==> src/rtl/prt_pkg.sv <==
package prt_pkg;
    localparam int CNT_W  = 16;
    localparam int PRE_W  = 10;
    localparam int BUS_W  = 8;
    localparam int ADDR_W = 3;

    typedef enum logic [ADDR_W-1:0] {
        RA_CNT_LO = 3'd0,
        RA_CNT_HI = 3'd1,
        RA_RLD_LO = 3'd2,
        RA_RLD_HI = 3'd3,
        RA_PRE_LO = 3'd4,
        RA_PRE_HI = 3'd5,
        RA_CTRL   = 3'd6,
        RA_STAT   = 3'd7
    } reg_addr_e;

    typedef struct packed {
        logic irq_en;
        logic narrow;
        logic down;
        logic run;
    } ctrl_t;
endpackage

==> src/rtl/prt_prescaler.sv <==
module prt_prescaler
    import prt_pkg::*;
#(
    parameter int P_W = PRE_W
) (
    input  logic           clk,
    input  logic           rst_n,
    input  logic           run,
    input  logic [P_W-1:0] reload,
    output logic           tick
);
    localparam logic [P_W-1:0] P_MAX = '1;

    typedef struct packed {
        logic [P_W-1:0] cnt;
    } pre_state_t;

    pre_state_t s_d, s_q;

    always_comb begin
        s_d  = s_q;
        tick = run && (s_q.cnt == P_MAX);
        if (!run || tick) begin
            s_d.cnt = reload;
        end else begin
            s_d.cnt = s_q.cnt + 1'b1;
        end
    end

    always_ff @(posedge clk or negedge rst_n) begin
        if (!rst_n) s_q <= '{cnt: P_MAX};
        else        s_q <= s_d;
    end
endmodule

==> src/rtl/prt_counter.sv <==
module prt_counter
    import prt_pkg::*;
#(
    parameter int C_W = CNT_W,
    parameter int N_W = BUS_W
) (
    input  logic           clk,
    input  logic           rst_n,
    input  logic           tick,
    input  logic           down,
    input  logic           narrow,
    input  logic [C_W-1:0] reload,
    input  logic           wr_en,
    input  logic [C_W-1:0] wr_val,
    output logic [C_W-1:0] cnt,
    output logic           wrap
);
    localparam int HI_W = C_W - N_W;

    typedef struct packed {
        logic [C_W-1:0] cnt;
    } cnt_state_t;

    cnt_state_t s_d, s_q;

    logic           hit;
    logic [C_W-1:0] step;
    logic [C_W-1:0] rl;
    logic [N_W-1:0] lo_step;

    always_comb begin
        s_d     = s_q;
        lo_step = down ? (s_q.cnt[N_W-1:0] - 1'b1) : (s_q.cnt[N_W-1:0] + 1'b1);
        if (narrow) begin
            hit  = down ? ~|s_q.cnt[N_W-1:0] : &s_q.cnt[N_W-1:0];
            step = {{HI_W{1'b0}}, lo_step};
            rl   = {{HI_W{1'b0}}, reload[N_W-1:0]};
        end else begin
            hit  = down ? ~|s_q.cnt : &s_q.cnt;
            step = down ? (s_q.cnt - 1'b1) : (s_q.cnt + 1'b1);
            rl   = reload;
        end
        wrap = tick && hit && !wr_en;
        if (wr_en) begin
            s_d.cnt = wr_val;
        end else if (tick) begin
            s_d.cnt = hit ? rl : step;
        end
        cnt = s_q.cnt;
    end

    always_ff @(posedge clk or negedge rst_n) begin
        if (!rst_n) s_q <= '0;
        else        s_q <= s_d;
    end
endmodule

==> src/rtl/prt_regs.sv <==
module prt_regs
    import prt_pkg::*;
(
    input  logic              clk,
    input  logic              rst_n,
    input  logic              bus_we,
    input  logic              bus_re,
    input  logic [ADDR_W-1:0] bus_addr,
    input  logic [BUS_W-1:0]  bus_wdata,
    output logic [BUS_W-1:0]  bus_rdata,
    input  logic [CNT_W-1:0]  cnt,
    input  logic              wrap,
    output logic              cnt_wr,
    output logic [CNT_W-1:0]  cnt_wval,
    output logic [CNT_W-1:0]  reload,
    output logic [PRE_W-1:0]  pre_reload,
    output ctrl_t             ctrl,
    output logic              flag
);
    localparam int PH_W = PRE_W - BUS_W;

    typedef struct packed {
        ctrl_t             ctrl;
        logic [CNT_W-1:0]  rld;
        logic [PRE_W-1:0]  pre;
        logic              flag;
        logic [BUS_W-1:0]  wsh;
        logic [BUS_W-1:0]  rsh;
    } reg_state_t;

    reg_state_t s_d, s_q;
    reg_addr_e  ra;
    logic       clr;

    always_comb begin
        s_d      = s_q;
        ra       = reg_addr_e'(bus_addr);
        cnt_wr   = bus_we && (ra == RA_CNT_LO);
        cnt_wval = {s_q.wsh, bus_wdata};
        clr      = bus_we && (ra == RA_STAT) && bus_wdata[0];

        if (bus_we) begin
            unique case (ra)
                RA_CNT_HI, RA_RLD_HI: s_d.wsh = bus_wdata;
                RA_RLD_LO: s_d.rld = {s_q.wsh, bus_wdata};
                RA_PRE_LO: s_d.pre[BUS_W-1:0] = bus_wdata;
                RA_PRE_HI: s_d.pre[PRE_W-1:BUS_W] = bus_wdata[PH_W-1:0];
                RA_CTRL:   s_d.ctrl = ctrl_t'(bus_wdata[3:0]);
                default: ;
            endcase
        end

        if (bus_re) begin
            if (ra == RA_CNT_LO) s_d.rsh = cnt[CNT_W-1:BUS_W];
            else if (ra == RA_RLD_LO) s_d.rsh = s_q.rld[CNT_W-1:BUS_W];
        end

        s_d.flag = wrap || (s_q.flag && !clr);

        unique case (ra)
            RA_CNT_LO: bus_rdata = cnt[BUS_W-1:0];
            RA_RLD_LO: bus_rdata = s_q.rld[BUS_W-1:0];
            RA_CNT_HI, RA_RLD_HI: bus_rdata = s_q.rsh;
            RA_PRE_LO: bus_rdata = s_q.pre[BUS_W-1:0];
            RA_PRE_HI: bus_rdata = {{(BUS_W-PH_W){1'b0}}, s_q.pre[PRE_W-1:BUS_W]};
            RA_CTRL:   bus_rdata = {4'b0000, s_q.ctrl};
            RA_STAT:   bus_rdata = {{(BUS_W-1){1'b0}}, s_q.flag};
            default:   bus_rdata = '0;
        endcase

        reload     = s_q.rld;
        pre_reload = s_q.pre;
        ctrl       = s_q.ctrl;
        flag       = s_q.flag;
    end

    always_ff @(posedge clk or negedge rst_n) begin
        if (!rst_n) begin
            s_q      <= '0;
            s_q.pre  <= '1;
        end else begin
            s_q <= s_d;
        end
    end
endmodule

==> src/rtl/prescaled_reload_timer.sv <==
module prescaled_reload_timer
    import prt_pkg::*;
(
    input  logic              clk,
    input  logic              rst_n,
    input  logic              bus_we,
    input  logic              bus_re,
    input  logic [ADDR_W-1:0] bus_addr,
    input  logic [BUS_W-1:0]  bus_wdata,
    output logic [BUS_W-1:0]  bus_rdata,
    output logic              irq
);
    logic             tick;
    logic             wrap;
    logic             cnt_wr;
    logic [CNT_W-1:0] cnt_wval;
    logic [CNT_W-1:0] cnt_q;
    logic [CNT_W-1:0] reload;
    logic [PRE_W-1:0] pre_reload;
    ctrl_t            ctrl;
    logic             flag;
    logic             run, down, narrow, irq_en;

    assign run    = ctrl.run;
    assign down   = ctrl.down;
    assign narrow = ctrl.narrow;
    assign irq_en = ctrl.irq_en;

    prt_regs u_regs (
        .clk(clk), .rst_n(rst_n),
        .bus_we(bus_we), .bus_re(bus_re), .bus_addr(bus_addr),
        .bus_wdata(bus_wdata), .bus_rdata(bus_rdata),
        .cnt(cnt_q), .wrap(wrap),
        .cnt_wr(cnt_wr), .cnt_wval(cnt_wval),
        .reload(reload), .pre_reload(pre_reload),
        .ctrl(ctrl), .flag(flag)
    );

    prt_prescaler #(.P_W(PRE_W)) u_pre (
        .clk(clk), .rst_n(rst_n), .run(run),
        .reload(pre_reload), .tick(tick)
    );

    prt_counter #(.C_W(CNT_W), .N_W(BUS_W)) u_cnt (
        .clk(clk), .rst_n(rst_n), .tick(tick),
        .down(down), .narrow(narrow), .reload(reload),
        .wr_en(cnt_wr), .wr_val(cnt_wval),
        .cnt(cnt_q), .wrap(wrap)
    );

    assign irq = flag & irq_en;
endmodule

==> config.mk <==
export PLATFORM = sky130hd
export DESIGN_NAME = prescaled_reload_timer
export DESIGN_NICKNAME = d
export VERILOG_FILES = /design/src/rtl/prt_pkg.sv /design/src/rtl/prt_prescaler.sv /design/src/rtl/prt_counter.sv /design/src/rtl/prt_regs.sv /design/src/rtl/prescaled_reload_timer.sv
export SDC_FILE = /design/constraint.sdc
export NUM_CORES = 1
export LEC_CHECK = 0
export ABC_AREA = 1
export BUFFER_PORTS_ARGS = -buffer_cell sky130_fd_sc_hd__buf_2
export CAP_MARGIN = 25
export CORE_MARGIN = 2
export CORE_UTILIZATION = 30
export DETAILED_ROUTE_END_ITERATION = 10
export SETUP_SLACK_MARGIN = 0.4
export SYNTH_ARGS = -nofsm -noshare
export SYNTH_HDL_FRONTEND = slang
export SYNTH_SLANG_ARGS = --single-unit
==> constraint.sdc <==
create_clock -name clk -period 3.7 [get_ports clk]
set_clock_uncertainty 0.05 [all_clocks]
set_input_delay 0.74 -clock clk [delete_from_list [all_inputs] [get_ports clk]]
set_output_delay 0.74 -clock clk [all_outputs]
set_load 0.05 [all_outputs]
==> impl_results.md, run 1 <==
* Run status: finished clean
* Mapped Nets at 690
* Worst r2r path cells at 12
* Area growth syn-to-layout at 14.27%
* Clk sinks at 73
* Min-Delay Endpoint: u_regs.cnt_wval[13]
* Netlist cell types at 35
* Setup tns final at 0 ns
* Cts bufs inserted at 9
* Synthesized instance count at 659
* Antenna Violating Nets Remaining at 0
* Routed WL at 13,770 µm
* GRT Util Overall at 17.52%
* I/O pin count at 24
* Crit path launch type: input port
* Deepest clock path buffer count at 2
* Crit Path Class: in2out
* # rows at 45
* Setup Fix Bufs, Post-CTS at 0
* Top cells by count, synth: 203 x nand2_1, 81 x inv_1, 71 x o21ai_0
* Clock Pin Slew Worst Setup and Hold Paths at 0.06 ns
* Simple-Gate Fraction of Synth Area at 29.93%
* Hold_sp: u_regs.cnt_wval[13]
* Count leader, synth: nand2_1
* Crit path DAT at 2.27 ns
* Via count at 4,364
* Adder-Cell Fraction of Synth Area at 4.421%
* CTS tree: done
* Max-cap violations at 0
* Fill cell count at 1,636
* Die span in x at 129.1 µm
* CP max stage cell: inv_1
* PnR Total Power at 0.003236 W
* Max Clk Rate at 326.7 MHz
* Data required, critical path at 2.91 ns
* Synth Area in XOR/XNOR at 2.237%
* DIE HEIGHT at 129.1 µm
* First-pass GRT wire length at 22,270 µm
* Critical path's largest stage delay at 0.39 ns
* DP HPWL at 10,370 µm
* Cells along the critical path: buf_2 -> inv_1 -> nand2_2 -> inv_1 -> nand2_1 -> o2111ai_1 -> buf_2
* Setup Viol. Count Final at 0
* Die area at 16,680 µm²
* Wire per inst at 15.33 µm
* Slew at the pin with the worst max-slew slack at 1.013 ns
* Main combinational cell family by area after synthesis: simple AND/OR/NAND/NOR gates
* Seq/Total Area, Yosys at 39.41%
* Register area at 1852 µm²
* Clk root buf: clkbuf_16
* Reg-to-Reg Start: u_regs.ctrl[1]
* Synthesis-stage register bit count at 73
* Number of H-tree levels at 3
* WP buf/inv at 4
* Final net count at 713
* Largest net degree at the start of global routing at 74
* Crit. End Element: output port
* Hold path depth at 2
* Worst skew pair latency at 0.35 ns
* Period utilization at 82.72%
* Multi-input logic area at 2460 µm²
* Initial DRC count at 412
* Final hold violations at 0
* Worst r2r dst: u_cnt.cnt[12]
* IO Port Bufs at 23
* Power density over the cells at 602.8 nW/µm²
* Share of cells above drive strength 1 at 12.37%
* Mux share of post-synthesis cell area at 0%
* Vias per cell at 4.860
* Crit path max-delay family: buffers and inverters
* Post-CTS Hold Buffers at 0
* Area leader, netlist: dfrtp_1
* Fraction of registers with async set/reset at 100.0%
* Antenna cells at 0
* Largest cells by area after synthesis: dfrtp_1 28%, nand2_1 16%, dfstp_2 11%, o21ai_0 7.6%, inv_1 6.5%
* Mean area per synthesized cell at 7.129 µm²
* Leak at 2.658 nW
* Stages on the worst setup path at 7
* Initial Util at 30.79%
* Global route overflow at 0
* Slew Viols, Final at 0
* Maximum vdd ir drop at 0.3222 mV
* Vias in the first global route at 4,185
* Most used DFF post-synth: dfrtp_1
* Initial antenna violation count at 0
* Core area at 15,260 µm²
* Post-route setup slack at 0.6393 ns
* Complex-gate fraction of the synthesized area at 15.77%
* Slew Limit Headroom at 32.28%
* # resized after CTS at 0
* EDFF count, synth at 0
* Min Clock Period, post-route at 3.061 ns
* Post-place setup slack at 0.6424 ns
* Detailed Routing Iterations Pass 1 at 5
* Syn Std Cell Area at 4698 µm²
* R2R Setup Slk at 1.09 ns
* Crit Path Max Fanout at 14
* Remaining DRCs at 0
* Gpl congestion at 0.8614
* RSZ-0062 raised after global routing: no
* Number of synthesis warnings at 0
* Top-area cell type share of the netlist area at 28.23%
* Worst Hold Class: reg2reg
## cells in the final DEF (no fill, tap or decap), types with 15 or more instances in the layout
| cell | instances |
|---|---|
| ha_1 | 15 |
| inv_1 | 81 |
| buf_2 | 22 |
| nand2_1 | 203 |
| a21oi_1 | 17 |
| o21ai_0 | 71 |
| nand3_1 | 37 |
| nor2_1 | 54 |
| o22ai_1 | 15 |
| dfrtp_1 | 53 |
| dfstp_2 | 20 |
## sequential cells by signal, summed over array words and instances (netlist names)
| register | cells |
|---|---|
| u_cnt.cnt | 16 |
| u_regs.reload | 16 |
| u_pre.s_q | 10 |
| u_regs.pre_reload | 10 |
| u_regs.cnt_wval | 8 |
| u_regs.s_q | 8 |
| u_regs.ctrl | 4 |
| u_regs.flag | 1 |
## worst max path at each step
stage	end	slack, ns	from
after floorplan	bus_rdata[3]	0.79	bus_addr[1]
after global placement	bus_rdata[3]	0.67	bus_addr[1]
after detailed placement	bus_rdata[1]	0.64	bus_addr[1]
after CTS	bus_rdata[1]	0.64	bus_addr[1]
after global routing	bus_rdata[1]	0.50	bus_addr[1]
final	bus_rdata[1]	0.64	bus_addr[1]
## area by class of cell
cell class,count,area share [%]
timing repair buffer,23,2.191
sequential,73,34.49
multi-input combinational,485,45.82
clock buffer,11,4.708
tap,211,4.917
inverter,90,6.292
clock inverter,5,1.585
## layer usage
layer | wire (µm) | up-vias | track usage (%) | share of wire (%)
met5 | 0 | - | 0 | 0
met4 | 389 | 0 | 7.097 | 2.8
met2 | 6037 | 134 | 26.41 | 44
met1 | 6592 | 2018 | 24.62 | 48
li1 | - | 2185 | - | -
met3 | 748 | 27 | 3.509 | 5.4
## tightest hold or removal path, stage by stage (launching register included)
cell     delay (ns)
dfrtp_1        0.35
nand2_1        0.05
o21ai_0        0.06
## stage by stage
step / util, % / hold slack (ns) / cell area (µm²) / std cells
after floorplan: - / 0.3944 / 4698 / 659
after global placement: 32.97 / 0.4178 / 5031 / 882
after detailed placement: 32.97 / 0.4292 / 5031 / 882
after CTS: 35.19 / 0.4437 / 5369 / 898
after global routing: 35.19 / 0.4661 / 5369 / 898
final: 35.19 / 0.4397 / 5369 / 898
## logic make-up after synthesis
kind of cell               Yosys count
and+or+nand+nor                    324
adders and majority gates           16
DFF                                 73
buffers and inverters              101
AOI/OAI and AO/OA                  133
xor gates and xnor gates            12
## power by group
| part | internal [W] | total, W | switching (W) |
|---|---|---|---|
| Clock | 0.000632 | 0.000999 | 0.000366 |
| Combinational | 0.000357 | 0.00101 | 0.000649 |
| Sequential | 0.00101 | 0.00123 | 0.000219 |
| Total | 0.00200 | 0.00324 | 0.00123 |
No activity file was read; power rests on OpenSTA's default activity.
==> run 2: changes to the inputs <==
--- a/config.mk
+++ b/config.mk
@@ -5,7 +5,7 @@
 export SDC_FILE = /design/constraint.sdc
 export NUM_CORES = 1
 export LEC_CHECK = 0
-export ABC_AREA = 1
+export ABC_AREA = 0
 export BUFFER_PORTS_ARGS = -buffer_cell sky130_fd_sc_hd__buf_2
 export CAP_MARGIN = 25
 export CORE_MARGIN = 2
==> constraint.sdc (replaced) <==
create_clock -name clk -period 2.7 [get_ports clk]
set_clock_uncertainty 0.05 [all_clocks]
set_input_delay 0.54 -clock clk [delete_from_list [all_inputs] [get_ports clk]]
set_output_delay 0.54 -clock clk [all_outputs]
set_load 0.05 [all_outputs]
==> run 2 against run 1 <==
Sequential power increased by 46%. Global-route usage decreased by 2.1 points. Final area increased by 2.6%. Critical endpoint is now u_cnt.cnt[10]. Register-to-register slack got worse by 0.83 ns. Combinational power increased by 87%.
==> impl_results.md, run 2 <==
* Area growth syn-to-layout at 23.26%
* Largest net degree at the start of global routing at 67 (-9.5%)
* First-pass GRT wire length at 19,420 µm (-13%)
* Most used DFF post-synth: dfrtp_1
* Netlist cell types at 63 (+80%)
* Die span in x at 126.1 µm (-2.4%)
* Final net count at 507 (-29%)
* Leak at 2.294 nW (-14%)
* Worst hold margin at 0.2515 ns (-0.1882 ns)
* Mapped Nets at 467 (-32%)
* Fraction of registers with async set/reset at 100.0% (unchanged)
* Data required, critical path at 2.88 ns (-0.03 ns)
* Setup Viol. Count Final at 0 (unchanged)
* Power density over the cells at 919.0 nW/µm² (+52%)
* Die area at 15,890 µm² (-4.7%)
* Finished Core Util at 37.90% (+2.7 points)
* Initial antenna violation count at 0 (unchanged)
* Placement Cell Area at 4866 µm² (-3.3%)
* Crit Path Max Fanout at 4 (-10)
* Combinational power share at 37.3% (+6.2 points)
* Maximum vdd ir drop at 0.2940 mV (-8.8%)
* Largest cells by area after synthesis: dfrtp_1 30%, dfstp_2 12%, mux2_2 10%, mux2i_1 5.8%, ha_1 4.2%
* Top cells by count, synth: 53 x dfrtp_1, 41 x mux2_2, 41 x nand2_1
* Deepest clock path buffer count at 2 (unchanged)
* Count leader, synth: dfrtp_1
* Period utilization at 90.27%
* Slew at the pin with the worst max-slew slack at 0.8424 ns (-0.1709 ns)
* Cts bufs inserted at 9 (unchanged)
* Clock group share of total power at 27.2% (-3.7 points)
* Worst Hold Class: in2async
* Number of synthesis warnings at 0 (unchanged)
* Seq/Total Area, Yosys at 41.43% (+2.0 points)
* Max-cap violations at 0 (unchanged)
* Fill cell count at 1,451 (-11%)
* Number of H-tree levels at 3 (unchanged)
* GRT Util Overall at 15.38% (-2.1 points)
* Slew Viols, Final at 0 (unchanged)
* Multi-input logic area at 2679 µm² (+8.9%)
* Synthesized instance count at 436 (-34%)
* Register share of total power at 35.5% (-2.6 points)
* Setup tns final at 0 ns (unchanged)
* Remaining DRCs at 0 (unchanged)
* Routed WL at 12,040 µm (-13%)
* # rows at 44 (-2.2%)
* Core area at 14,530 µm² (-4.7%)
* Mean area per synthesized cell at 10.25 µm² (+44%)
* Clk sinks at 73 (unchanged)
* Wire per inst at 18.10 µm (+18%)
* Initial DRC count at 308 (-25%)
* EDFF count, synth at 0 (unchanged)
* Share of cells above drive strength 1 at 37.63% (+25 points)
* Final hold violations at 0 (unchanged)
* Crit. End Element: flip-flop
* Final instance area at 5509 µm² (+2.6%)
* Worst skew pair latency at 0.34 ns (about the same)
* Antenna cells at 0 (unchanged)
* Via count at 3,603 (-17%)
* Commonest non-fill, non-tap cell in the layout: dfrtp_1
* NetSw at 0.001776 W (+44%)
* Clk root buf: clkbuf_16
* Antenna Violating Nets Remaining at 0 (unchanged)
* Global route overflow at 0 (unchanged)
* Vias in the first global route at 3,566 (-15%)
* Top-area cell type share of the netlist area at 29.68% (+1.4 points)
* Gpl congestion at 0.8531 (-0.96%)
* Min Clock Period, post-route at 2.437 ns
* DIE HEIGHT at 126.1 µm (-2.4%)
* Most frequent cells in the layout: 52 x dfrtp_1, 40 x nand2_1, 40 x mux2_2
* Vias per cell at 5.418 (+11%)
* Crit path launch type: flip-flop
* Register area at 1856 µm² (+0.20%)
* Max Clk Rate at 410.3 MHz
* Initial Util at 30.75% (-0.041 points)
* RSZ-0062 raised after global routing: yes
* Crit path DAT at 2.62 ns (+0.35 ns)
* Run status: finished clean
* Post-CTS Hold Buffers at 0 (unchanged)
* CTS tree: done
* Clock Pin Slew Worst Setup and Hold Paths at 0.06 ns (about the same)
* Syn Std Cell Area at 4469 µm² (-4.9%)
* Synthesis-stage register bit count at 73 (unchanged)
* Slew Limit Headroom at 43.84% (+12 points)
* I/O pin count at 24 (unchanged)
* Switching share of power at 35.08% (-3.1 points)
* Crit Path Class: reg2reg
* Internal power at 0.003287 W (+64%)
* DP HPWL at 8663 µm (-16%)
* IO Port Bufs at 23 (unchanged)
* Area leader, netlist: dfrtp_1
* Detailed Routing Iterations Pass 1 at 5 (unchanged)
[run 2: power groups by stage]
stage	logic (W)	registers [W]	clock network (W)
detailed placement	0.00160	0.00181	0
CTS	0.00179	0.00178	0.00140
finish	0.00189	0.00180	0.00138
global placement	0.00156	0.00181	0
floorplan	0.00137	0.00169	0
global route	0.00207	0.00184	0.00146
[run 2: area by class of cell]
cell class / count / share of cell area (%)
clock buffers: 11 / 4.406
clock inverters: 5 / 1.862
inverters: 7 / 0.5224
multi-input cells: 334 / 48.63
flip-flops and latches: 73 / 33.68
well taps: 184 / 4.179
repair buffers: 51 / 6.723
[run 2: path summary, 6_finish.rpt]
| check | start | to | slack (ns) | cells past startpoint |
|---|---|---|---|---|
| min in group clk | u_regs.pre_reload[6] | u_pre.s_q[6] | 0.46 | 2 |
| max in group asynchronous | rst_n | u_pre.s_q[7] | 1.62 | 2 |
| hold / removal | rst_n | u_regs.ctrl[0] | 0.25 | 1 |
| setup / recovery | u_regs.ctrl[1] | u_cnt.cnt[10] | 0.26 | 9 |
| hold reg to reg | u_regs.pre_reload[6] | u_pre.s_q[6] | 0.46 | 2 |
| setup reg to reg | u_regs.ctrl[1] | u_cnt.cnt[10] | 0.26 | 9 |
[run 2: timing repair]
item	CTS	global route
buffers inserted	10	4
endpoints found under the setup margin	18	24
pin swaps	10	12
resized for setup	26	24
[run 2: kinds of logic (layout without fill, tap and decap cells)]
logic type      count (synthesis)  after routing  synth area share [%]
mux                            68             68                 16.41
xor+xnor                       19             19                 3.723
fa+ha+maj                      16             16                 4.647
compound gates                112            112                 16.43
flops                          73             73                 41.43
simple gates                  119            119                 12.99
buf+inv                        29             74                 4.367
[run 2: worst max-delay path, stage by stage (launching register included)]
cell and delay (ns):
dfrtp_4 0.50, buf_12 0.15, ha_4 0.21, a21oi_2 0.10, and2b_2 0.22, a311o_2 0.40
a311o_1 0.28, o211ai_1 0.13, a211oi_2 0.10, o21a_1 0.18
[run 2: through the flow]
step | std cells | total power, W | setup WS, ns
finish | 665 | 0.005063 | 0.2626
global route | 665 | 0.005359 | 0.1589
CTS | 661 | 0.004981 | 0.2217
detailed placement | 635 | 0.003417 | 0.1462
global placement | 635 | 0.003368 | 0.1838
floorplan | 436 | 0.003053 | 0.4021
[run 2: layer usage]
metal | vias to the layer above | track usage [%] | share of wire (%)
met5 | - | 0 | 0
met3 | 19 | 3.016 | 5.8
met4 | 0 | 4.783 | 2.1
met2 | 117 | 24.57 | 46
li1 | 1673 | - | -
met1 | 1794 | 21.08 | 46
